## src/rtl/synth_prog_pkg.sv

```systemverilog
`timescale 1ns/1ps
package synth_prog_pkg;

  typedef enum logic [2:0] {
    PH_IDLE   = 3'd0,
    PH_UNLOCK = 3'd1,
    PH_START  = 3'd2,
    PH_BITS   = 3'd3,
    PH_STOP   = 3'd4
  } phase_e;

  typedef struct packed {
    logic ck;
    logic dt;
  } pins_t;

  localparam int STEP_W      = 4;
  localparam int UNLOCK_LAST = 10;
  localparam int START_LAST  = 3;
  localparam int ZERO_LAST   = 4;
  localparam int ONE_LAST    = 3;
  localparam int STOP_LAST   = 3;

  localparam pins_t PINS_REST = '{ck: 1'b1, dt: 1'b0};

endpackage

```

## src/rtl/synth_word_pack.sv

```systemverilog
`timescale 1ns/1ps
module synth_word_pack #(
  parameter int FIELD_W = 7,
  parameter int SEL_W   = 3,
  parameter int IDX_W   = 4,
  parameter int ADDR_W  = 3,
  localparam int FRAME_W = 2 * FIELD_W + SEL_W + IDX_W + ADDR_W
) (
  input  logic [FIELD_W:0]   p_i,
  input  logic [FIELD_W:0]   q_i,
  input  logic [SEL_W-1:0]   m_sel_i,
  input  logic [IDX_W-1:0]   idx_i,
  input  logic [ADDR_W-1:0]  addr_i,
  output logic [FRAME_W-1:0] frame_o
);

  logic [FIELD_W:0] q_off;
  logic [FIELD_W:0] p_off;

  // Offsets the synthesizer expects on the divider values
  assign q_off = q_i - (FIELD_W + 1)'(2);
  assign p_off = p_i - (FIELD_W + 1)'(3);

  // Shifted out from bit 0 upward: word first, address last
  assign frame_o = {addr_i, idx_i, p_off[FIELD_W-1:0], m_sel_i, q_off[FIELD_W-1:0]};

endmodule

```

## src/rtl/synth_hold_timer.sv

```systemverilog
`timescale 1ns/1ps
module synth_hold_timer #(
  parameter int HOLD_CYCLES = 4,
  localparam int CNT_W = (HOLD_CYCLES > 1) ? $clog2(HOLD_CYCLES) : 1
) (
  input  logic clk,
  input  logic rst_n,
  input  logic load_i,
  output logic expired_o
);

  logic [CNT_W-1:0] cnt_q;
  logic [CNT_W-1:0] cnt_n;
  logic             cnt_en;

  always_comb begin
    cnt_en = 1'b0;
    cnt_n  = cnt_q;
    if (load_i) begin
      cnt_en = 1'b1;
      cnt_n  = CNT_W'(HOLD_CYCLES - 1);
    end else if (cnt_q != '0) begin
      cnt_en = 1'b1;
      cnt_n  = cnt_q - 1'b1;
    end
  end

  always_ff @(posedge clk or negedge rst_n) begin
    if (!rst_n) begin
      cnt_q <= '0;
    end else if (cnt_en) begin
      cnt_q <= cnt_n;
    end
  end

  assign expired_o = (cnt_q == '0);

endmodule

```

## src/rtl/synth_step_pattern.sv

```systemverilog
`timescale 1ns/1ps
module synth_step_pattern
  import synth_prog_pkg::*;
(
  input  phase_e            phase_i,
  input  logic [STEP_W-1:0] step_i,
  input  logic              bit_i,
  output pins_t             pins_o,
  output logic              last_o
);

  always_comb begin
    pins_o = PINS_REST;
    last_o = 1'b0;
    case (phase_i)
      PH_UNLOCK: begin
        // data high; clock low on even steps, high on odd
        pins_o.dt = 1'b1;
        pins_o.ck = step_i[0];
        last_o    = (step_i == STEP_W'(UNLOCK_LAST));
      end
      PH_START: begin
        pins_o.dt = 1'b0;
        pins_o.ck = step_i[0];
        last_o    = (step_i == STEP_W'(START_LAST));
      end
      PH_BITS: begin
        if (bit_i) begin
          case (step_i)
            4'd0:    pins_o = '{ck: 1'b1, dt: 1'b0};
            4'd1:    pins_o = '{ck: 1'b0, dt: 1'b0};
            4'd2:    pins_o = '{ck: 1'b0, dt: 1'b1};
            default: pins_o = '{ck: 1'b1, dt: 1'b1};
          endcase
          last_o = (step_i == STEP_W'(ONE_LAST));
        end else begin
          case (step_i)
            4'd0:    pins_o = '{ck: 1'b1, dt: 1'b0};
            4'd1:    pins_o = '{ck: 1'b1, dt: 1'b1};
            4'd2:    pins_o = '{ck: 1'b0, dt: 1'b1};
            4'd3:    pins_o = '{ck: 1'b0, dt: 1'b0};
            default: pins_o = '{ck: 1'b1, dt: 1'b0};
          endcase
          last_o = (step_i == STEP_W'(ZERO_LAST));
        end
      end
      PH_STOP: begin
        case (step_i)
          4'd0:    pins_o = '{ck: 1'b1, dt: 1'b1};
          4'd1:    pins_o = '{ck: 1'b0, dt: 1'b1};
          4'd2:    pins_o = '{ck: 1'b1, dt: 1'b1};
          default: pins_o = '{ck: 1'b1, dt: 1'b0};
        endcase
        last_o = (step_i == STEP_W'(STOP_LAST));
      end
      default: begin
        pins_o = PINS_REST;
        last_o = 1'b0;
      end
    endcase
  end

endmodule

```

## src/rtl/synth_reg_loader.sv

```systemverilog
`timescale 1ns/1ps
module synth_reg_loader
  import synth_prog_pkg::*;
#(
  parameter int HOLD_CYCLES = 4,
  parameter int FIELD_W     = 7,
  parameter int SEL_W       = 3,
  parameter int IDX_W       = 4,
  parameter int ADDR_W      = 3
) (
  input  logic              clk,
  input  logic              rst_n,
  input  logic              start_i,
  input  logic [ADDR_W-1:0] reg_addr_i,
  input  logic [FIELD_W:0]  p_i,
  input  logic [FIELD_W:0]  q_i,
  input  logic [SEL_W-1:0]  m_sel_i,
  input  logic [IDX_W-1:0]  idx_i,
  output logic              prog_clk_o,
  output logic              prog_dat_o,
  output logic              busy_o,
  output logic              done_o
);

  localparam int FRAME_W = 2 * FIELD_W + SEL_W + IDX_W + ADDR_W;
  localparam int BIT_W   = $clog2(FRAME_W);

  // Reset: asserted asynchronously, released on the clock
  logic [1:0] rst_sync_q;
  logic       rst_int_n;

  always_ff @(posedge clk or negedge rst_n) begin
    if (!rst_n) begin
      rst_sync_q <= 2'b00;
    end else begin
      rst_sync_q <= {rst_sync_q[0], 1'b1};
    end
  end
  assign rst_int_n = rst_sync_q[1];

  // Word packing
  logic [FRAME_W-1:0] frame_in;
  logic [FRAME_W-1:0] frame_q;

  synth_word_pack #(
    .FIELD_W(FIELD_W), .SEL_W(SEL_W), .IDX_W(IDX_W), .ADDR_W(ADDR_W)
  ) u_pack (
    .p_i(p_i), .q_i(q_i), .m_sel_i(m_sel_i), .idx_i(idx_i),
    .addr_i(reg_addr_i), .frame_o(frame_in)
  );

  // Sequencer state
  phase_e            phase_q, phase_n;
  logic [STEP_W-1:0] step_q, step_n;
  logic [BIT_W-1:0]  bidx_q, bidx_n;
  pins_t             pins_q, pins_n;
  logic              done_q, done_n;
  logic              accept, advance, hold_load, hold_expired;
  logic              cur_last;
  pins_t             cur_pins_unused;

  assign accept  = (phase_q == PH_IDLE) && start_i;
  assign advance = (phase_q != PH_IDLE) && hold_expired;

  synth_hold_timer #(.HOLD_CYCLES(HOLD_CYCLES)) u_hold (
    .clk(clk), .rst_n(rst_int_n), .load_i(hold_load), .expired_o(hold_expired)
  );

  // Pattern for the step being held: only its last-step flag is used
  synth_step_pattern u_cur (
    .phase_i(phase_q), .step_i(step_q), .bit_i(frame_q[bidx_q]),
    .pins_o(cur_pins_unused), .last_o(cur_last)
  );

  always_comb begin
    phase_n = phase_q;
    step_n  = step_q;
    bidx_n  = bidx_q;
    done_n  = 1'b0;
    if (accept) begin
      phase_n = PH_UNLOCK;
      step_n  = '0;
      bidx_n  = '0;
    end else if (advance) begin
      if (!cur_last) begin
        step_n = step_q + 1'b1;
      end else begin
        step_n = '0;
        case (phase_q)
          PH_UNLOCK: phase_n = PH_START;
          PH_START: begin
            phase_n = PH_BITS;
            bidx_n  = '0;
          end
          PH_BITS: begin
            if (bidx_q == BIT_W'(FRAME_W - 1)) begin
              phase_n = PH_STOP;
            end else begin
              bidx_n = bidx_q + 1'b1;
            end
          end
          default: begin
            phase_n = PH_IDLE;
            done_n  = 1'b1;
          end
        endcase
      end
    end
  end

  assign hold_load = accept || (advance && (phase_n != PH_IDLE));

  // Pattern for the step about to be driven
  logic nxt_last_unused;
  synth_step_pattern u_nxt (
    .phase_i(phase_n), .step_i(step_n), .bit_i(frame_q[bidx_n]),
    .pins_o(pins_n), .last_o(nxt_last_unused)
  );

  always_ff @(posedge clk or negedge rst_int_n) begin
    if (!rst_int_n) begin
      phase_q <= PH_IDLE;
      step_q  <= '0;
      bidx_q  <= '0;
      pins_q  <= PINS_REST;
      done_q  <= 1'b0;
    end else begin
      done_q <= done_n;
      if (accept || advance) begin
        phase_q <= phase_n;
        step_q  <= step_n;
        bidx_q  <= bidx_n;
        pins_q  <= pins_n;
      end
    end
  end

  always_ff @(posedge clk or negedge rst_int_n) begin
    if (!rst_int_n) begin
      frame_q <= '0;
    end else if (accept) begin
      frame_q <= frame_in;
    end
  end

  assign prog_clk_o = pins_q.ck;
  assign prog_dat_o = pins_q.dt;
  assign busy_o     = (phase_q != PH_IDLE);
  assign done_o     = done_q;

endmodule

```

## config.mk

```make
export PLATFORM = sky130hd
export DESIGN_NAME = synth_reg_loader
export DESIGN_NICKNAME = d
export VERILOG_FILES = /design/src/rtl/synth_prog_pkg.sv /design/src/rtl/synth_word_pack.sv /design/src/rtl/synth_hold_timer.sv /design/src/rtl/synth_step_pattern.sv /design/src/rtl/synth_reg_loader.sv
export SDC_FILE = /design/constraint.sdc
export NUM_CORES = 1
export LEC_CHECK = 0
export ABC_AREA = 1
export BUFFER_PORTS_ARGS = -buffer_cell sky130_fd_sc_hd__buf_2
export CORE_MARGIN = 2
export CORE_UTILIZATION = 57
export DETAILED_ROUTE_END_ITERATION = 16
export PLACE_DENSITY = 0.84
export SLEW_MARGIN = 20
export SYNTH_ARGS = -nofsm -noshare
export SYNTH_HDL_FRONTEND = slang
export SYNTH_HIERARCHICAL = 1
export SYNTH_SLANG_ARGS = --single-unit
```

## constraint.sdc

```tcl
create_clock -name clk -period 1.7 [get_ports clk]
set_clock_uncertainty 0.1 [all_clocks]
set_input_delay 0.34 -clock clk [delete_from_list [all_inputs] [get_ports clk]]
set_output_delay 0.34 -clock clk [all_outputs]
set_load 0.01 [all_outputs]
```

After elaboration in Yosys (flattened, before gate mapping). Index checks and enable logic that the tools add are counted.

Input bits: 29. Logic and storage cells: 79. Register bits after elaboration: 43.

Reductions and logical operators: 16. $add $sub $neg: 5. Eq/ne operators: 15. $lt $le $gt $ge: 2. Mux-type cells: 32.

Operators by type and width (count): 5-bit 2-to-1 mux (4); 7-bit by 2-bit subtractor with 7-bit output (second input constant) (2); 3-bit by 2-bit equality test with 1-bit output (second input constant) (4); 4-bit by 2-bit equality test with 1-bit output (second input constant) (3); 5-bit by 6-bit < comparator with 1-bit output (second input constant) (2); 3-bit 2-to-1 mux (4); 4-bit 2-to-1 mux (3); 2-bit case mux with 3 select lines (2); 1-bit binary-select mux with 5-bit select (2); 5-bit case mux with 2 select lines (1); 1-bit 2-to-1 mux (9); 3-bit case mux with 3 select lines (1); 2-bit case mux with 4 select lines (1); 3-bit by 1-bit equality test with 1-bit output (second input constant) (2); 3-bit equality test (second input constant) (2); 2-bit 2-to-1 mux (3); 3-bit nonzero test (2); 5-bit by 1-bit adder with 5-bit output (second input constant) (1); 5-bit equality test (second input constant) (1); 4-bit by 1-bit adder with 4-bit output (second input constant) (1); 4-bit by 1-bit equality test with 1-bit output (second input constant) (1); 4-bit by 3-bit equality test with 1-bit output (second input constant) (1); 4-bit equality test (second input constant) (1); 4-bit zero test (1); 11 further kinds (16).

Longest topological paths before layout. Gate-level depths: netlist of the first run.

Word-level depth: 12. Gate-level depth with buffers: 34.

Hierarchy. Netlist of the first run, hierarchy kept.

Modules (own cells, without submodules): synth_reg_loader (area each 2418.6 um2, times used 1, cells each 323, sequential area each 1027.2 um2); synth_step_pattern (area each 220.2 um2, times used 2, cells each 50, sequential area each 0.0 um2); synth_word_pack (area each 317.8 um2, times used 1, cells each 55, sequential area each 0.0 um2); synth_hold_timer (area each 111.4 um2, times used 1, cells each 14, sequential area each 50.0 um2).

Least setup slack after synthesis of the first run. OpenSTA, ideal clock, no wires.

Path kind: register to register. Start: register bidx_q[0]. End: register pins_q (netlist bit prog_dat_o). Data arrival time: 3530 ps. Path buffers: 4. Cell stages (with the launch flop): 35. Data required time: 1483 ps. Path slack: -2047 ps. Period minus slack after synthesis: 3747 ps. Library setup time: 117 ps. Cell sequence: dfrtp_1 clkbuf_1 clkbuf_1 a21oi_1 o21ai_0 nand3_1 nand3_1 nand2_1 a32o_1 inv_1 nand4_1 nand2_1 nand2_1 nand2_1 clkbuf_1 nand3_4 buf_6 nor2_1 nand2_1 nand2_2 nand2_4 inv_4 nand3_1 nand2_1 nand2_1 nand3_1 nand2_1 nor2_1 inv_1 nor2_1 a21oi_1 nand2_1 nand3_1 nand2_1 nand2_1.

RTL lines: start: declaration (line synth_reg_loader.sv:55) `logic [BIT_W-1:0] bidx_q, bidx_n;`; start signal: assignment (line synth_reg_loader.sv:132) `bidx_q <= bidx_n;`; end signal: assignment (line synth_reg_loader.sv:133) `pins_q <= pins_n;`; end: declaration (line synth_reg_loader.sv:56) `pins_t pins_q, pins_n;`.

==> results of run 1 <==
## power breakdown
part	switching, mW	internal, mW
clock	0.387	0.476
combinational	0.0682	0.0422
sequential	0.000497	1.02
## final cells by class
class,count,area share (%)
clock inverters,2,0.783
flip-flops and latches,43,24.1
repair buffers,131,22.6
inverters,76,6.71
multi-input cells,310,42.1
well taps,70,1.96
clock buffers,6,1.84
## routing by layer
metal / share of wire, % / GRT usage [%] / wire [um] / vias up
li1: - / - / - / 1682
met1: 35 / 35.6 / 3960 / 1711
met2: 49 / 55.3 / 5510 / 267
met3: 8.1 / 4.77 / 902 / 87
met4: 7.2 / 17.7 / 805 / 0
met5: 0 / 0 / 0 / -
## tightest hold or removal path, cell delays in order
cell	delay, ns
buf_2	0.07
nor2_1	0.03
a21oi_1	0.10
## per-stage QoR
stage / util, % / hold slack (ns) / power [mW] / setup slack, ns / setup TNS, ns
6_report: 86.0 / 0.176 / 2.00 / -2.14 / -20.06
5_1_grt: 86.0 / 0.181 / 2.06 / -2.34 / -21.46
4_1_cts: 79.8 / 0.178 / 1.99 / -1.63 / -15.41
3_5_place_dp: 72.3 / 0.0283 / 1.15 / -1.78 / -16.69
3_3_place_gp: 72.3 / 0.0247 / 1.14 / -1.59 / -14.04
2_1_floorplan: - / -0.0556 / 1.11 / -1.52 / -12.27
## how the worst min path moves through the flow
stage	to	slack [ns]
floorplan	rst_sync_q[0]	-0.06
global placement	rst_sync_q[1]	0.02
detailed placement	rst_sync_q[1]	0.03
CTS	frame_q[7]	0.18
global route	frame_q[8]	0.18
finish	frame_q[7]	0.18
## what timing repair did
item / 4_1_cts / 5_1_grt
endpoints found under the hold margin: 2 / 0
setup endpoints to repair: 18 / 28
setup buffers: 12 / 14
hold buffers: 1 / 0
cloned: 1 / 1
resized for setup: 48 / 51
pin swaps: 19 / 18
## registers in the layout (all words and copies together), names as in the netlist, 2 cells and up
signal and flops:
phase_q 3, u_hold/cnt_q 2, bidx_q 5, step_q 4, rst_sync_q 2, frame_q 24
==> summary.txt, run 1 <==
Critical path
  – Most used cell, CP: nand2_1
  – Worst reg2reg path depth: 29
  – Highest cell delay on the worst timing path: approximately 0.47 ns
  – Crit-path leading delay family: simple AND/OR/NAND/NOR gates
  – Startpoint Class: flip-flop
  – Internal reg-to-reg setup slack: -2.14 ns
  – CP endpoint: prog_dat_o
  – Critical Path RT: 1.81 ns
  – Crit path from: bidx_q[0]
  – R2r startpoint: bidx_q[0]
  – Worst Path Buf+Inv: 4
  – Maximum fanout along the worst path: 5
  – Worst Setup Path Type: reg2reg
  – WP data arrival: 3.95 ns
  – Slowest cell on the critical path: dfrtp_2
  – RR Endpoint: prog_dat_o
  – Critical path depth in cells: 29
  – Crit path capture type: flip-flop

Placed design
  – DP Area: 3760 um2
  – IO buf count: 30
  – Dpl cells: 603
  – Placer congestion estimate: just under 1
  – Detail Placement HPWL: 5.99 mm

STA
  – Min setup slack post-route: -2.14 ns
  – Fmax: 0.260 GHz
  – Final period util: 226%
  – RSZ-0062 raised after global routing: yes
  – Final hold violation count: 0
  – Final Max Tran Viols: 0
  – Crit path time final: 3.84 ns
  – Worst-Margin Slew: 0.550 ns
  – Worst slew margin: 63.4%
  – Final setup viols: 18

Final layout
  – Area Growth Syn to Fin: 43.7%
  – Filler Cell Count: ~270
  – Register Area: 1080 um2
  – Commonest non-fill, non-tap cells in the layout: 80 x buf_4, 73 x nand2_1, 66 x inv_1
  – Area occupied by multi-input gates: around 1900 um2
  – Final Instance Count excl. Fillers: approximately 640
  – Final Cell Area: 4480 um2
  – Commonest non-fill, non-tap cell in the layout: buf_4
  – Layout Nets: 601
  – N_diodes: 0
  – Share of layout cells above drive strength 1: between 30% and 40%

Synthesis
  – Post-Syn Instances: 454
  – Syn Std Cell Area: 3120 um2
  – Synthesis Warnings: 6
  – Syn Nets: 488
  – Syn Area/Cell: approximately 6.9 um2

Die
  – Die area: a little over 6000 um2
  – Placeable core area: 5200 um2
  – Row count: 26
  – Top Ports: 33
  – Die X: around 78 um
  – Die Ht: 77.9 um
  – Starting Density: 59.9%

Drt
  – DRC Markers: 0
  – Antenna viol nets, final: 0
  – Wire per inst: roughly 18 um
  – Vias per std cell: 5.87
  – Via Count: 3747
  – DRT iter0 DRCs: 399
  – First drt pass iteration count: 7
  – Detailed Route WL: 11.2 mm

CTS
  – CTS buffer count: 5
  – Worst-skew pair later-pin latency: 0.31 ns
  – CTS max path bufs: 2
  – Worst-path clk slew: roughly 0.090 ns
  – CTS tree: built
  – # H-tree levels: 2
  – Root Buffer: clkbuf_8
  – Clock sinks: 43

Min path
  – HP Class: in2reg
  – HP Start: m_sel_i[0]
  – Worst Hold Depth: 3

Global route
  – Pin count of the biggest net entering global routing: 42
  – Grt ovf: 0
  – GRT Util Overall: a little under a third
  – Vias in the first global route: 3410
  – First-pass GRT wire length: roughly 15 mm
  – Initial antenna violation count: 0

Pwr
  – Power Dens Cells: between 400 and 500 nW/um2
  – Worst VDD drop: 0.000513 V
  – Pleak: 2.37 nW

Run
  – Max-cap check violation count: 0

Outcome
  – Outcome: complete, but fails checks
  – Failing checks: negative setup slack
No activity file was read; power rests on OpenSTA's default activity.
==> run 2, diff against run 1 <==
--- a/config.mk
+++ b/config.mk
@@ -7,6 +7,7 @@
 export LEC_CHECK = 0
 export ABC_AREA = 1
 export BUFFER_PORTS_ARGS = -buffer_cell sky130_fd_sc_hd__buf_2
+export CORE_ASPECT_RATIO = 0.9
 export CORE_MARGIN = 2
 export CORE_UTILIZATION = 57
 export DETAILED_ROUTE_END_ITERATION = 16
==> summary.txt, run 2 (synthesis gave the netlist of run 1 again) <==
Drt
  – DRC Markers: 0 (unchanged)
  – First drt pass iteration count: 6 (-1)
  – Vias per std cell: 6.42 (+9.4%)
  – Via Count: 4040 (+7.8%)
  – Wire per inst: 20.4 um (+17%)
  – Detailed Route WL: 12.8 mm (+15%)
  – DRT iter0 DRCs: 669 (+68%)
  – Antenna viol nets, final: 0 (unchanged)

Final layout
  – Number of flip-flops in the largest register: 24 (unchanged)
  – Largest reg by FF count: frame_q
  – Commonest non-fill, non-tap cell in the layout: nand2_1
  – Layout Nets: 595 (-1.0%)
  – Commonest non-fill, non-tap cells in the layout: 76 x nand2_1, 70 x buf_4, 65 x inv_1
  – Share of layout cells above drive strength 1: 40.2% (+1.3 points)
  – Largest registers: frame_q (24), bidx_q (5), step_q (4)
  – Final Instance Count excl. Fillers: 629 (-1.4%)
  – N_diodes: 0 (unchanged)
  – Area Growth Syn to Fin: 44.8%

STA
  – Final hold violation count: 0 (unchanged)
  – Worst-Margin Slew: 0.603 ns (+0.0529 ns)
  – Final period util: 223% (-2.6 points)
  – Final Max Tran Viols: 0 (unchanged)
  – Min setup slack post-route: -2.10 ns (+0.0446 ns)
  – Final setup viols: 18 (unchanged)
  – RSZ-0062 raised after global routing: yes
  – Fmax: 0.263 GHz (+1.2%)
  – Setup TNS: -22.02 ns (-1.96 ns)
  – Crit path time final: 3.80 ns (-0.0446 ns)
  – Worst slew margin: 59.6% (-3.7 points)

CTS
  – CTS tree: built
  – Worst-skew pair later-pin latency: 0.32 ns (about the same)
  – Root Buffer: clkbuf_8
  – CTS buffer count: 5 (unchanged)
  – # H-tree levels: 2 (unchanged)
  – Worst-path clk slew: 0.09 ns (about the same)
  – Clock sinks: 43 (unchanged)
  – CTS max path bufs: 2 (unchanged)

Global route
  – Initial antenna violation count: 0 (unchanged)
  – Grt ovf: 0 (unchanged)
  – GRT Util Overall: 36.6% (+5.4 points)
  – Pin count of the biggest net entering global routing: 51 (+21%)
  – First-pass GRT wire length: 16.8 mm (+11%)
  – Vias in the first global route: 3626 (+6.3%)

Placed design
  – IO buf count: 30 (unchanged)
  – Dpl cells: 600 (-0.50%)
  – Placer congestion estimate: 0.964 (-1.9%)
  – Detail Placement HPWL: 6.50 mm (+8.6%)

Outcome
  – Failing checks: negative setup slack
  – Outcome: complete, but fails checks

Critical path
  – Startpoint Class: flip-flop
  – Worst Setup Path Type: reg2reg
  – Most used cell, CP: nand2_1
  – WP data arrival: 3.96 ns (about the same)
  – Crit path capture type: flip-flop
  – Critical Path RT: 1.86 ns (+0.05 ns)
  – Maximum fanout along the worst path: 6 (+1)
  – Highest cell delay on the worst timing path: 0.48 ns (about the same)
  – Slowest cell on the critical path: dfrtp_2

Run
  – Max-cap check violation count: 0 (unchanged)

Die
  – Die X: 81.9 um (+5.1%)
  – Top Ports: 33 (unchanged)
  – Placeable core area: 5260 um2 (+0.96%)
  – Die Ht: 74.1 um (-4.9%)
  – Die area: 6070 um2 (about the same)
  – Starting Density: 59.3% (-0.57 points)
  – Row count: 25 (-3.8%)

Pwr
  – Pleak: 2.36 nW (-0.61%)
  – Overall power: 1.99 mW (-0.42%)
  – Worst VDD drop: 0.000411 V (-20%)
  – Power Dens Cells: 441 nW/um2 (-1.2%)

Min path
  – HP Class: reg2async
==> run 2: repair_timing <==
item | in CTS | in global routing
endpoints found under the setup margin | 18 | 42
setup buffers | 17 | 6
pin swaps | 16 | 20
hold endpoints to repair | 2 | 0
gates resized for setup | 54 | 59
cloned | 1 | 1
hold buffers | 1 | 0
==> run 2: final timing paths <==
path                            slack (ns)           to  depth (start not counted)     startpoint
worst max register to register       -2.10   prog_clk_o                         28      bidx_q[0]
worst min register to register        0.10   prog_dat_o                          1  rst_sync_q[1]
worst max-delay path                 -2.10   prog_clk_o                         28      bidx_q[0]
max in group asynchronous             1.00    bidx_q[0]                          1  rst_sync_q[1]
min in group clk                      0.17  frame_q[22]                          3  reg_addr_i[1]
worst min-delay path                  0.10   prog_dat_o                          1  rst_sync_q[1]
==> run 2: layout make-up <==
| cell class | count | area (um2) |
|---|---|---|
| multi-input cells | 310 | 1940 |
| flip-flops and latches | 43 | 1080 |
| repair buffers | 124 | 977 |
| fillers | 267 | 743 |
| inverters | 76 | 303 |
| well taps | 67 | 83.8 |
| clock buffers | 5 | 68.8 |
| clock inverters | 3 | 46.3 |
| repair inverters | 1 | 7.51 |
==> run 2: critical path: cells and delay by family (launching register included) <==
family	cells	cell delay [ns]
AO/OA/AOI/OAI	3	0.73
AND/OR/NAND/NOR	20	1.70
buffers and inverters	5	0.73
flip-flops	1	0.48
==> run 2: through the flow <==
stage / utilization [%] / area [um2] / hold WS (ns) / setup slack (ns)
floorplan: - / 3160 / -0.0556 / -1.52
global placement: 72.3 / 3800 / 0.0238 / -1.64
detailed placement: 72.3 / 3800 / 0.0268 / -1.75
CTS: 80.7 / 4240 / 0.104 / -1.61
global route: 85.9 / 4510 / 0.134 / -2.22
finish: 85.9 / 4510 / 0.103 / -2.10
==> run 2: metal layers <==
metal	vias to the layer above	track usage (%)	part of all wire (%)
met5	-	0	0
met4	0	23.7	8.7
met3	145	7.28	13
met2	429	59.7	44
met1	1799	44.2	34
li1	1667	-	-
==> run 2: power by group <==
part           internal [mW]  total (mW)  switching (mW)
registers               1.02        1.03        0.000977
clock network          0.443       0.854           0.411
logic                 0.0437       0.111          0.0671
total                   1.51        1.99           0.479
